**config.mk**
```make
export PLATFORM = sky130hd
export DESIGN_NAME = uart_rx_rearm
export DESIGN_NICKNAME = d
export VERILOG_FILES = /design/src/rtl/rxr_pkg.sv /design/src/rtl/rxr_sync.sv /design/src/rtl/rxr_deframer.sv /design/src/rtl/rxr_buffer.sv /design/src/rtl/uart_rx_rearm.sv
export SDC_FILE = /design/constraint.sdc
export NUM_CORES = 1
export LEC_CHECK = 0
export BUFFER_PORTS_ARGS = -buffer_cell sky130_fd_sc_hd__buf_2
export CAP_MARGIN = 20
export CORE_UTILIZATION = 60
export CTS_BUF_LIST = sky130_fd_sc_hd__clkbuf_16
export DETAILED_ROUTE_END_ITERATION = 10
export PLACE_DENSITY = 0.82
export SYNTH_ARGS = -nofsm -noshare
export SYNTH_HDL_FRONTEND = slang
export SYNTH_HIERARCHICAL = 1
export SYNTH_SLANG_ARGS = --single-unit
```
**constraint.sdc**
```tcl
create_clock -name clk -period 2.8 [get_ports clk]
set_clock_uncertainty 0.2 [all_clocks]
set_input_delay 0.56 -clock clk [delete_from_list [all_inputs] [get_ports clk]]
set_output_delay 0.56 -clock clk [all_outputs]
set_load 0.02 [all_outputs]
```
**src/rtl/rxr_pkg.sv**
```systemverilog
// Package: shared types for the rearm-style serial receiver.
// Assumes: nothing; holds only the deframer state encoding.
package rxr_pkg;
    typedef enum logic [1:0] {
        ST_IDLE  = 2'd0,
        ST_START = 2'd1,
        ST_DATA  = 2'd2,
        ST_STOP  = 2'd3
    } rx_state_t;
endpackage

```
**src/rtl/rxr_sync.sv**
```systemverilog
// Module: rxr_sync
// Brings the asynchronous serial line into the clock domain through a
// chain of flops. Assumes STAGES >= 1 and a line that idles high.
module rxr_sync #(
    parameter int STAGES = 2
) (
    input  logic clk,
    input  logic rst_n,
    input  logic d_in,
    output logic d_out
);
    logic [STAGES-1:0] chain;

    genvar g;
    generate
        for (g = 0; g < STAGES; g++) begin : g_stage
            // Purpose: one flop of the synchronizer chain, reset to idle level.
            always_ff @(posedge clk) begin
                if (!rst_n) chain[g] <= 1'b1;
                else if (g == 0) chain[g] <= d_in;
                else chain[g] <= chain[(g > 0) ? g - 1 : 0];
            end
        end
    endgenerate

    assign d_out = chain[STAGES-1];
endmodule

```
**src/rtl/rxr_deframer.sv**
```systemverilog
// Module: rxr_deframer
// Finds a start bit on a falling edge, confirms it at the bit centre, and
// samples the data bits (least significant first) and the stop bit once per
// OVERSAMPLE ticks. Emits a one-cycle done pulse with the byte and stop level.
// Assumes: line already synchronized; en low forces idle and aborts a frame.
module rxr_deframer
    import rxr_pkg::*;
#(
    parameter int DATA_BITS  = 8,
    parameter int OVERSAMPLE = 16
) (
    input  logic                 clk,
    input  logic                 rst_n,
    input  logic                 en,
    input  logic                 tick,
    input  logic                 line,
    output logic                 done,
    output logic [DATA_BITS-1:0] byte_out,
    output logic                 stop_ok
);
    localparam int CNT_W = $clog2(OVERSAMPLE);
    localparam int IDX_W = (DATA_BITS > 1) ? $clog2(DATA_BITS) : 1;
    localparam logic [CNT_W-1:0] HALF_LAST = CNT_W'(OVERSAMPLE / 2 - 1);
    localparam logic [CNT_W-1:0] FULL_LAST = CNT_W'(OVERSAMPLE - 1);
    localparam logic [IDX_W-1:0] IDX_LAST  = IDX_W'(DATA_BITS - 1);

    rx_state_t             state;
    logic [CNT_W-1:0]      cnt;
    logic [IDX_W-1:0]      idx;
    logic                  was_high;
    logic [DATA_BITS-1:0]  shreg;

    // Purpose: frame state machine driven by the oversampling tick.
    always_ff @(posedge clk) begin
        if (!rst_n || !en) begin
            state    <= ST_IDLE;
            cnt      <= '0;
            idx      <= '0;
            was_high <= 1'b0;
            shreg    <= '0;
            done     <= 1'b0;
            stop_ok  <= 1'b0;
        end else begin
            done <= 1'b0;
            if (tick) begin
                case (state)
                    ST_IDLE: begin
                        was_high <= line;
                        cnt      <= '0;
                        if (was_high && !line) state <= ST_START;
                    end
                    ST_START: begin
                        if (cnt == HALF_LAST) begin
                            cnt <= '0;
                            idx <= '0;
                            if (!line) begin
                                state <= ST_DATA;
                            end else begin
                                state    <= ST_IDLE;
                                was_high <= 1'b1;
                            end
                        end else begin
                            cnt <= cnt + 1'b1;
                        end
                    end
                    ST_DATA: begin
                        if (cnt == FULL_LAST) begin
                            cnt   <= '0;
                            shreg <= {line, shreg[DATA_BITS-1:1]};
                            if (idx == IDX_LAST) state <= ST_STOP;
                            else idx <= idx + 1'b1;
                        end else begin
                            cnt <= cnt + 1'b1;
                        end
                    end
                    default: begin
                        if (cnt == FULL_LAST) begin
                            cnt      <= '0;
                            done     <= 1'b1;
                            stop_ok  <= line;
                            was_high <= line;
                            state    <= ST_IDLE;
                        end else begin
                            cnt <= cnt + 1'b1;
                        end
                    end
                endcase
            end
        end
    end

    assign byte_out = shreg;
endmodule

```
**src/rtl/rxr_buffer.sv**
```systemverilog
// Module: rxr_buffer
// One-entry receive buffer with an explicit rearm handshake. A completed
// character is stored only while armed; otherwise it raises a sticky
// overrun. Assumes done is a single-cycle pulse.
module rxr_buffer #(
    parameter int DATA_BITS = 8
) (
    input  logic                 clk,
    input  logic                 rst_n,
    input  logic                 en,
    input  logic                 rearm_wr,
    input  logic                 ovr_clr,
    input  logic                 done,
    input  logic [DATA_BITS-1:0] byte_in,
    input  logic                 stop_ok,
    output logic                 armed,
    output logic                 ready,
    output logic [DATA_BITS-1:0] data,
    output logic                 ferr,
    output logic                 ovr
);
    logic accept;
    logic reject;

    assign accept = en && done && armed;
    assign reject = en && done && !armed;

    // Purpose: load on an armed completion, otherwise apply a rearm.
    always_ff @(posedge clk) begin
        if (!rst_n) begin
            armed <= 1'b0;
            ready <= 1'b0;
            data  <= '0;
            ferr  <= 1'b0;
        end else if (!en) begin
            armed <= 1'b0;
        end else if (accept) begin
            data  <= byte_in;
            ready <= 1'b1;
            ferr  <= !stop_ok;
            armed <= 1'b0;
        end else if (rearm_wr) begin
            armed <= 1'b1;
            ready <= 1'b0;
            ferr  <= 1'b0;
        end
    end

    // Purpose: sticky overrun flag; setting wins over clearing.
    always_ff @(posedge clk) begin
        if (!rst_n)       ovr <= 1'b0;
        else if (reject)  ovr <= 1'b1;
        else if (ovr_clr) ovr <= 1'b0;
    end
endmodule

```
**src/rtl/uart_rx_rearm.sv**
```systemverilog
// Module: uart_rx_rearm (top)
// Asynchronous serial receiver: synchronizer, deframer and a rearm-handshake
// buffer. Assumes baud_tick pulses for one clock at OVERSAMPLE times the
// bit rate and that rxd idles high.
module uart_rx_rearm #(
    parameter int DATA_BITS   = 8,
    parameter int OVERSAMPLE  = 16,
    parameter int SYNC_STAGES = 2
) (
    input  logic                 clk,
    input  logic                 rst_n,
    input  logic                 baud_tick,
    input  logic                 rxd,
    input  logic                 rx_en,
    input  logic                 rearm_wr,
    input  logic                 ovr_clr,
    output logic                 rx_active,
    output logic                 data_ready,
    output logic [DATA_BITS-1:0] rx_data,
    output logic                 overrun,
    output logic                 frame_err
);
    logic                 line_s;
    logic                 frm_done;
    logic [DATA_BITS-1:0] frm_byte;
    logic                 frm_stop;

    rxr_sync #(.STAGES(SYNC_STAGES)) u_sync (
        .clk   (clk),
        .rst_n (rst_n),
        .d_in  (rxd),
        .d_out (line_s)
    );

    rxr_deframer #(.DATA_BITS(DATA_BITS), .OVERSAMPLE(OVERSAMPLE)) u_deframer (
        .clk      (clk),
        .rst_n    (rst_n),
        .en       (rx_en),
        .tick     (baud_tick),
        .line     (line_s),
        .done     (frm_done),
        .byte_out (frm_byte),
        .stop_ok  (frm_stop)
    );

    rxr_buffer #(.DATA_BITS(DATA_BITS)) u_buffer (
        .clk      (clk),
        .rst_n    (rst_n),
        .en       (rx_en),
        .rearm_wr (rearm_wr),
        .ovr_clr  (ovr_clr),
        .done     (frm_done),
        .byte_in  (frm_byte),
        .stop_ok  (frm_stop),
        .armed    (rx_active),
        .ready    (data_ready),
        .data     (rx_data),
        .ferr     (frame_err),
        .ovr      (overrun)
    );
endmodule

```
# Word level (Yosys, flattened, before mapping)

Cells that the tools add are included.

Add/sub/neg operators: 2
Equality and inequality tests: 11
Multiplexer cells: 24
Bitwise logic cells: 5
Reduce and logical (&&, ||, !) cells: 25

Operator list:

| operator                                                        | count |
|---|---|
| 2-bit 2-to-1 mux                                                | 6 |
| 5-bit AND reduction                                             | 2 |
| 1-bit 2-to-1 mux                                                | 9 |
| 3-bit 2-to-1 mux                                                | 3 |
| 4-bit 2-to-1 mux                                                | 2 |
| 2-bit by 1-bit != test with 1-bit output, second input constant | 4 |
| 4-bit one-hot mux with 2 select lines                           | 1 |
| 2-bit one-hot mux with 3 select lines                           | 1 |
| 3-bit one-hot mux with 2 select lines                           | 1 |
| 3-bit AND reduction                                             | 2 |
| 6-bit AND reduction                                             | 1 |
| 2-bit nonzero test                                              | 3 |
| 3-bit OR reduction                                              | 2 |
| 1-bit logical NOT                                               | 5 |
| 1-bit inverter                                                  | 5 |
| 5-bit OR reduction                                              | 1 |
| 4-bit by 1-bit adder with 4-bit output, second input constant   | 1 |
| 4-bit by 3-bit == test with 1-bit output, second input constant | 1 |
| 4-bit == test, second input constant                            | 1 |
| 1-bit logical AND                                               | 4 |
| 2-bit != test, second input constant                            | 2 |
| 2-bit AND reduction                                             | 2 |
| 3-bit by 1-bit adder with 3-bit output, second input constant   | 1 |
| 3-bit == test, second input constant                            | 1 |
| other kinds (6)                                                 | 6 |

Flip-flop bits (word level): 34
Bits of input ports: 7
Output and inout port bits: 12
Logic and storage cells: 81

# Logic depth before layout (Yosys ltp)

Word-level depth: 4
Mapped depth: 7
Mapped depth without buffers: 6

# Hierarchy

Netlist, hierarchy kept.

By module, submodules not included:

| module       | instances | cells an instance | area an instance (um^2) | sequential area each (um^2) |
|---|---|---|---|---|
| rxr_deframer | 1         | 106               | 974.7                   | 400.4 |
| rxr_buffer   | 1         | 52                | 452.9                   | 240.2 |
| rxr_sync     | 1         | 4                 | 52.6                    | 40.0 |

# Worst setup path after synthesis

Ideal clock, no wire load.

Path kind: reg2reg
From: reg u_deframer.idx[0]
To: reg u_deframer.idx[2]
Library setup time: 70 ps
Arrival time: 1462 ps
Required time: 2530 ps
Setup slack: 1067 ps
Cell stages (with the launch flop): 7
Buffers on the path: 0
Clock period less this slack: 1733 ps
Path through: dfxtp_1 ha_1 ha_1 and4bb_1 o2111ai_1 or2_1 a21oi_1

Cells in the longest elaborated chain, start to end: 4
Elaborated cells on any way between the ends: 7
Classes of those cells: add/sub: 1; eq/ne: 2; mux: 3; reduce/logical: 1

RTL lines:

| what                                   | RTL line           | RTL |
|---|---|---|
| start: declaration                     | rxr_deframer.sv:29 | `logic [IDX_W-1:0] idx;` |
| start signal: assignment               | rxr_deframer.sv:71 | `else idx <= idx + 1'b1;` |
| 3-bit by 1-bit adder with 3-bit output | rxr_deframer.sv:71 |  |
| 3-bit 2-to-1 mux                       | rxr_deframer.sv:70 | `if (idx == IDX_LAST) state <= ST_STOP;` |
| 3-bit 2-to-1 mux                       | rxr_deframer.sv:67 | `if (cnt == FULL_LAST) begin` |
| 3-bit one-hot mux with 2 select lines  | rxr_deframer.sv:46 | `case (state)` |

Parallel ways exist; a longest one is shown, timed or not. The select of a mux whose other input is x is not followed.
A chain may end at the register's enable or synchronous reset.

# Worst setup path after layout

From: reg u_deframer.cnt[0]
To: reg u_deframer.shreg[0], in the netlist u_deframer/byte_out[0]

Cells in the longest elaborated chain, start to end: 2

RTL lines:

| what                          | RTL line           | RTL |
|---|---|---|
| start: declaration            | rxr_deframer.sv:28 | `logic [CNT_W-1:0] cnt;` |
| start signal: assignment      | rxr_deframer.sv:63 | `cnt <= cnt + 1'b1;` |
| start signal: assignment      | rxr_deframer.sv:73 | `cnt <= cnt + 1'b1;` |
| start signal: assignment      | rxr_deframer.sv:84 | `cnt <= cnt + 1'b1;` |
| 4-bit == test                 | rxr_deframer.sv:67 |  |
| 3-bit AND reduction (no line) | n/a                |  |
| end signal: assignment        | rxr_deframer.sv:69 | `shreg <= {line, shreg[DATA_BITS-1:1]};` |
| end: declaration              | rxr_deframer.sv:31 | `logic [DATA_BITS-1:0] shreg;` |

Every way passes these cells.

==> qor.csv <==
stage,metric,value,unit
placed_design,Port Buf Inserts,18,
clock_network,CTS sink cnt,34,
sta,max-slew violations,0,
setup_path,Critical Path Start Type,flop,
sta,Achievable Freq,498,MHz
sta,setup violators final,0,
logic_synthesis,Synth cell types,43,
sta,Fin. Hold Viols,0,
drt,WL final,2820,um
setup_path,crit path capture type,flop,
drt,Final ANT Viol Nets,0,
global_route,number of global-route vias before repair,1055,
clock_network,maximum level of the CTS H-tree,2,
drt,Pre-antenna DRT Iters,4,
hold_path,Hold Crit Class,flop to flop,
power,Leak Pwr,0.660,nW
setup_path,CP peak stage delay,0.48,ns
floorplanning,DIE AREA,2670,um2
floorplanning,Initial Utilization,0.650,
sta,sum of negative setup slack,0,ns
layout,Final Net Count,193,
sta,Final Critical Period,2.01,ns
logic_synthesis,Post-synth EDFFs,0,
job,Max Cap Viol,0,
setup_path,worst-path cell chain,ha_1 > and3_1 > and3_1 > mux2i_1 > nor2_1,
drt,vias per cell,5.57,
placed_design,gpl congestion,0.835,
layout,ratio of cells with drive above 1 in the final layout,0.156,
global_route,aggregate global routing overflow,0,
logic_synthesis,Mapped Nets,176,
logic_synthesis,Synth area leaders,"dfxtp_1 (46%), mux2i_1 (6.1%), ha_1 (5.9%), nand2_1 (4.8%), nor2_1 (3.6%)",
drt,DRC viols,0,
clock_network,CTS max path bufs,2,
logic_synthesis,Syn Std Cell Area,1480,um2
global_route,first-pass GRT wire length,4600,um
sta,RSZ-0062 raised after global routing,no,
floorplanning,Die Wd,51.7,um
floorplanning,IO Pins,19,
power,PnR Total Power,1.02,mW
logic_synthesis,syn_area_per_cell,9.14,um2
drt,DR vias,1159,
setup_path,FF-to-FF path depth,5,
clock_network,worst skew pair latency,0.27,ns
clock_network,Post-CTS Hold Fix Bufs,0,
logic_synthesis,synth cell count leaders,"dfxtp_1 (34), nand2_1 (19), nor2_1 (14)",
drt,DRT iter0 DRCs,18,
clock_network,clock tree from TritonCTS,built,
logic_synthesis,top-count cell post-synth,dfxtp_1,
placed_design,HPWL after detailed placement,1860,um
setup_path,most frequent CP cell,and3_1,
setup_path,"Max FO, Critical Path",10,
setup_path,Worst EP required,2.76,ns
setup_path,R2R Setup Slk,0.79,ns
global_route,initial antenna violation count,0,
clock_network,CTS clock-pin slew for the worst setup and hold paths,0.05,ns
clock_network,Inserted Clock Buffers,5,
power,Max VDD drop,0.000656,V
clock_network,Post-CTS Setup Bufs,0,
global_route,Total GRT Usage,0.241,
drt,DR WL/cell,13.5,um
power,PD cells,598,nW/um2
floorplanning,Core ar.,2280,um2
logic_synthesis,"flops & latches, synth",34,
floorplanning,Die Y,51.7,um
logic_synthesis,sequential area share after synthesis,0.460,
clock_network,cts repair resizes,0,
logic_synthesis,Gate Count Post-Synth,162,
logic_synthesis,share of the synthesized area in the top cell type,0.460,
clock_network,CTS Root Cell,clkbuf_16,
status,run status,finished clean,
layout,antenna cells,0,
logic_synthesis,leading area contributor after synthesis,dfxtp_1,
layout,Final Util,0.747,
logic_synthesis,synth warn,6,
layout,Layout area overhead,14.9,%
logic_synthesis,ys flop type,dfxtp_1,
setup_path,slowest CP cell,and3_1,
setup_path,critical path type,flop to flop,
sta,worst slew pin tran,0.494,ns
setup_path,crit path DAT,1.97,ns
sta,Max-slew headroom,0.670,
floorplanning,FP Rows,17,
sta,fin crit share,0.717,
logic_synthesis,asr flop ratio synth,0,
hold_path,Hold Path Cell Cnt,1,
global_route,largest net degree at the start of global routing,24,
==> cell families after synthesis <==
kind of cell | Yosys count | synth area share
mux | 9 | 0.0609
buf+inv | 15 | 0.0490
compound gates | 32 | 0.144
simple gates | 64 | 0.221
fa+ha+maj | 7 | 0.0592
flops | 34 | 0.460
xor+xnor | 1 | 0.00592
==> flip-flops by register name (all words and copies together) (netlist names) <==
register             cells
u_deframer/cnt           4
u_sync/chain             1
u_buffer/armed           1
u_deframer/was_high      1
u_buffer/ferr            1
u_deframer/state         2
u_buffer/ready           1
u_deframer/done          1
u_deframer/stop_ok       1
u_deframer/idx           3
u_deframer/byte_out      8
u_sync/d_out             1
u_buffer/ovr             1
u_buffer/data            8
==> final cells by class <==
type / instances / area, um2
flip-flops and latches: 34 / 681
inverters: 6 / 22.5
clock inverters: 3 / 12.5
multi-input cells: 113 / 727
repair buffers: 19 / 97.6
fillers: 172 / 576
well taps: 28 / 35.0
clock buffers: 5 / 125
==> worst max-delay path: cells and delay by family, from the launching register on <==
family / cells / cell delay [ns]
adders and majority gates: 1 / 0.30
and+or+nand+nor: 3 / 0.76
DFF: 1 / 0.37
muxes: 1 / 0.27
==> power breakdown <==
part	internal, mW	switching, mW
Clock	0.320	0.180
Sequential	0.488	0.00267
Combinational	0.00813	0.0185
Total	0.816	0.201
==> layout by cell type (no fill, tap or decap), drive strengths merged, types with 2 or more instances in the layout <==
master | Yosys | layout
nand3 | 11 | 11
a311o | 2 | 2
buf | 6 | 19
nand2b | 3 | 3
ha | 7 | 7
and3 | 3 | 3
inv | 6 | 7
clkbuf | 3 | 5
dfxtp | 34 | 34
nand4 | 3 | 3
nor2 | 14 | 14
o21ai | 10 | 10
nand3b | 2 | 2
a21oi | 8 | 8
clkinv | 0 | 2
o41ai | 3 | 3
nand2 | 19 | 19
mux2i | 9 | 9
==> path summary, 6_finish.rpt <==
| check | start | end |
|---|---|---|
| max | u_deframer/cnt[0] | u_deframer/byte_out[0] |
| min | u_sync/chain[0] | u_sync/d_out |
| max reg2reg | u_deframer/cnt[0] | u_deframer/byte_out[0] |
| min reg2reg | u_sync/chain[0] | u_sync/d_out |
==> layer usage <==
| metal | vias to the layer above | GRT usage | wire length, um |
|---|---|---|---|
| met3 | 5 | 0.0965 | 139 |
| met5 | - | 0 | 0 |
| met1 | 521 | 0.285 | 1350 |
| li1 | 607 | - | - |
| met2 | 26 | 0.390 | 1310 |
| met4 | 0 | 0.0946 | 23 |
==> through the flow <==
stage                     hold WS (ns)  cell area (um2)  instances  worst slack, ns
after floorplan                  0.186             1480        162             1.07
after global placement           0.214             1560        200            0.826
after detailed placement         0.216             1560        200            0.781
after CTS                        0.238             1700        208            0.788
after global routing             0.257             1700        208            0.667
final                            0.241             1700        208            0.793
Note: power is estimated with default switching activity, not from simulation.
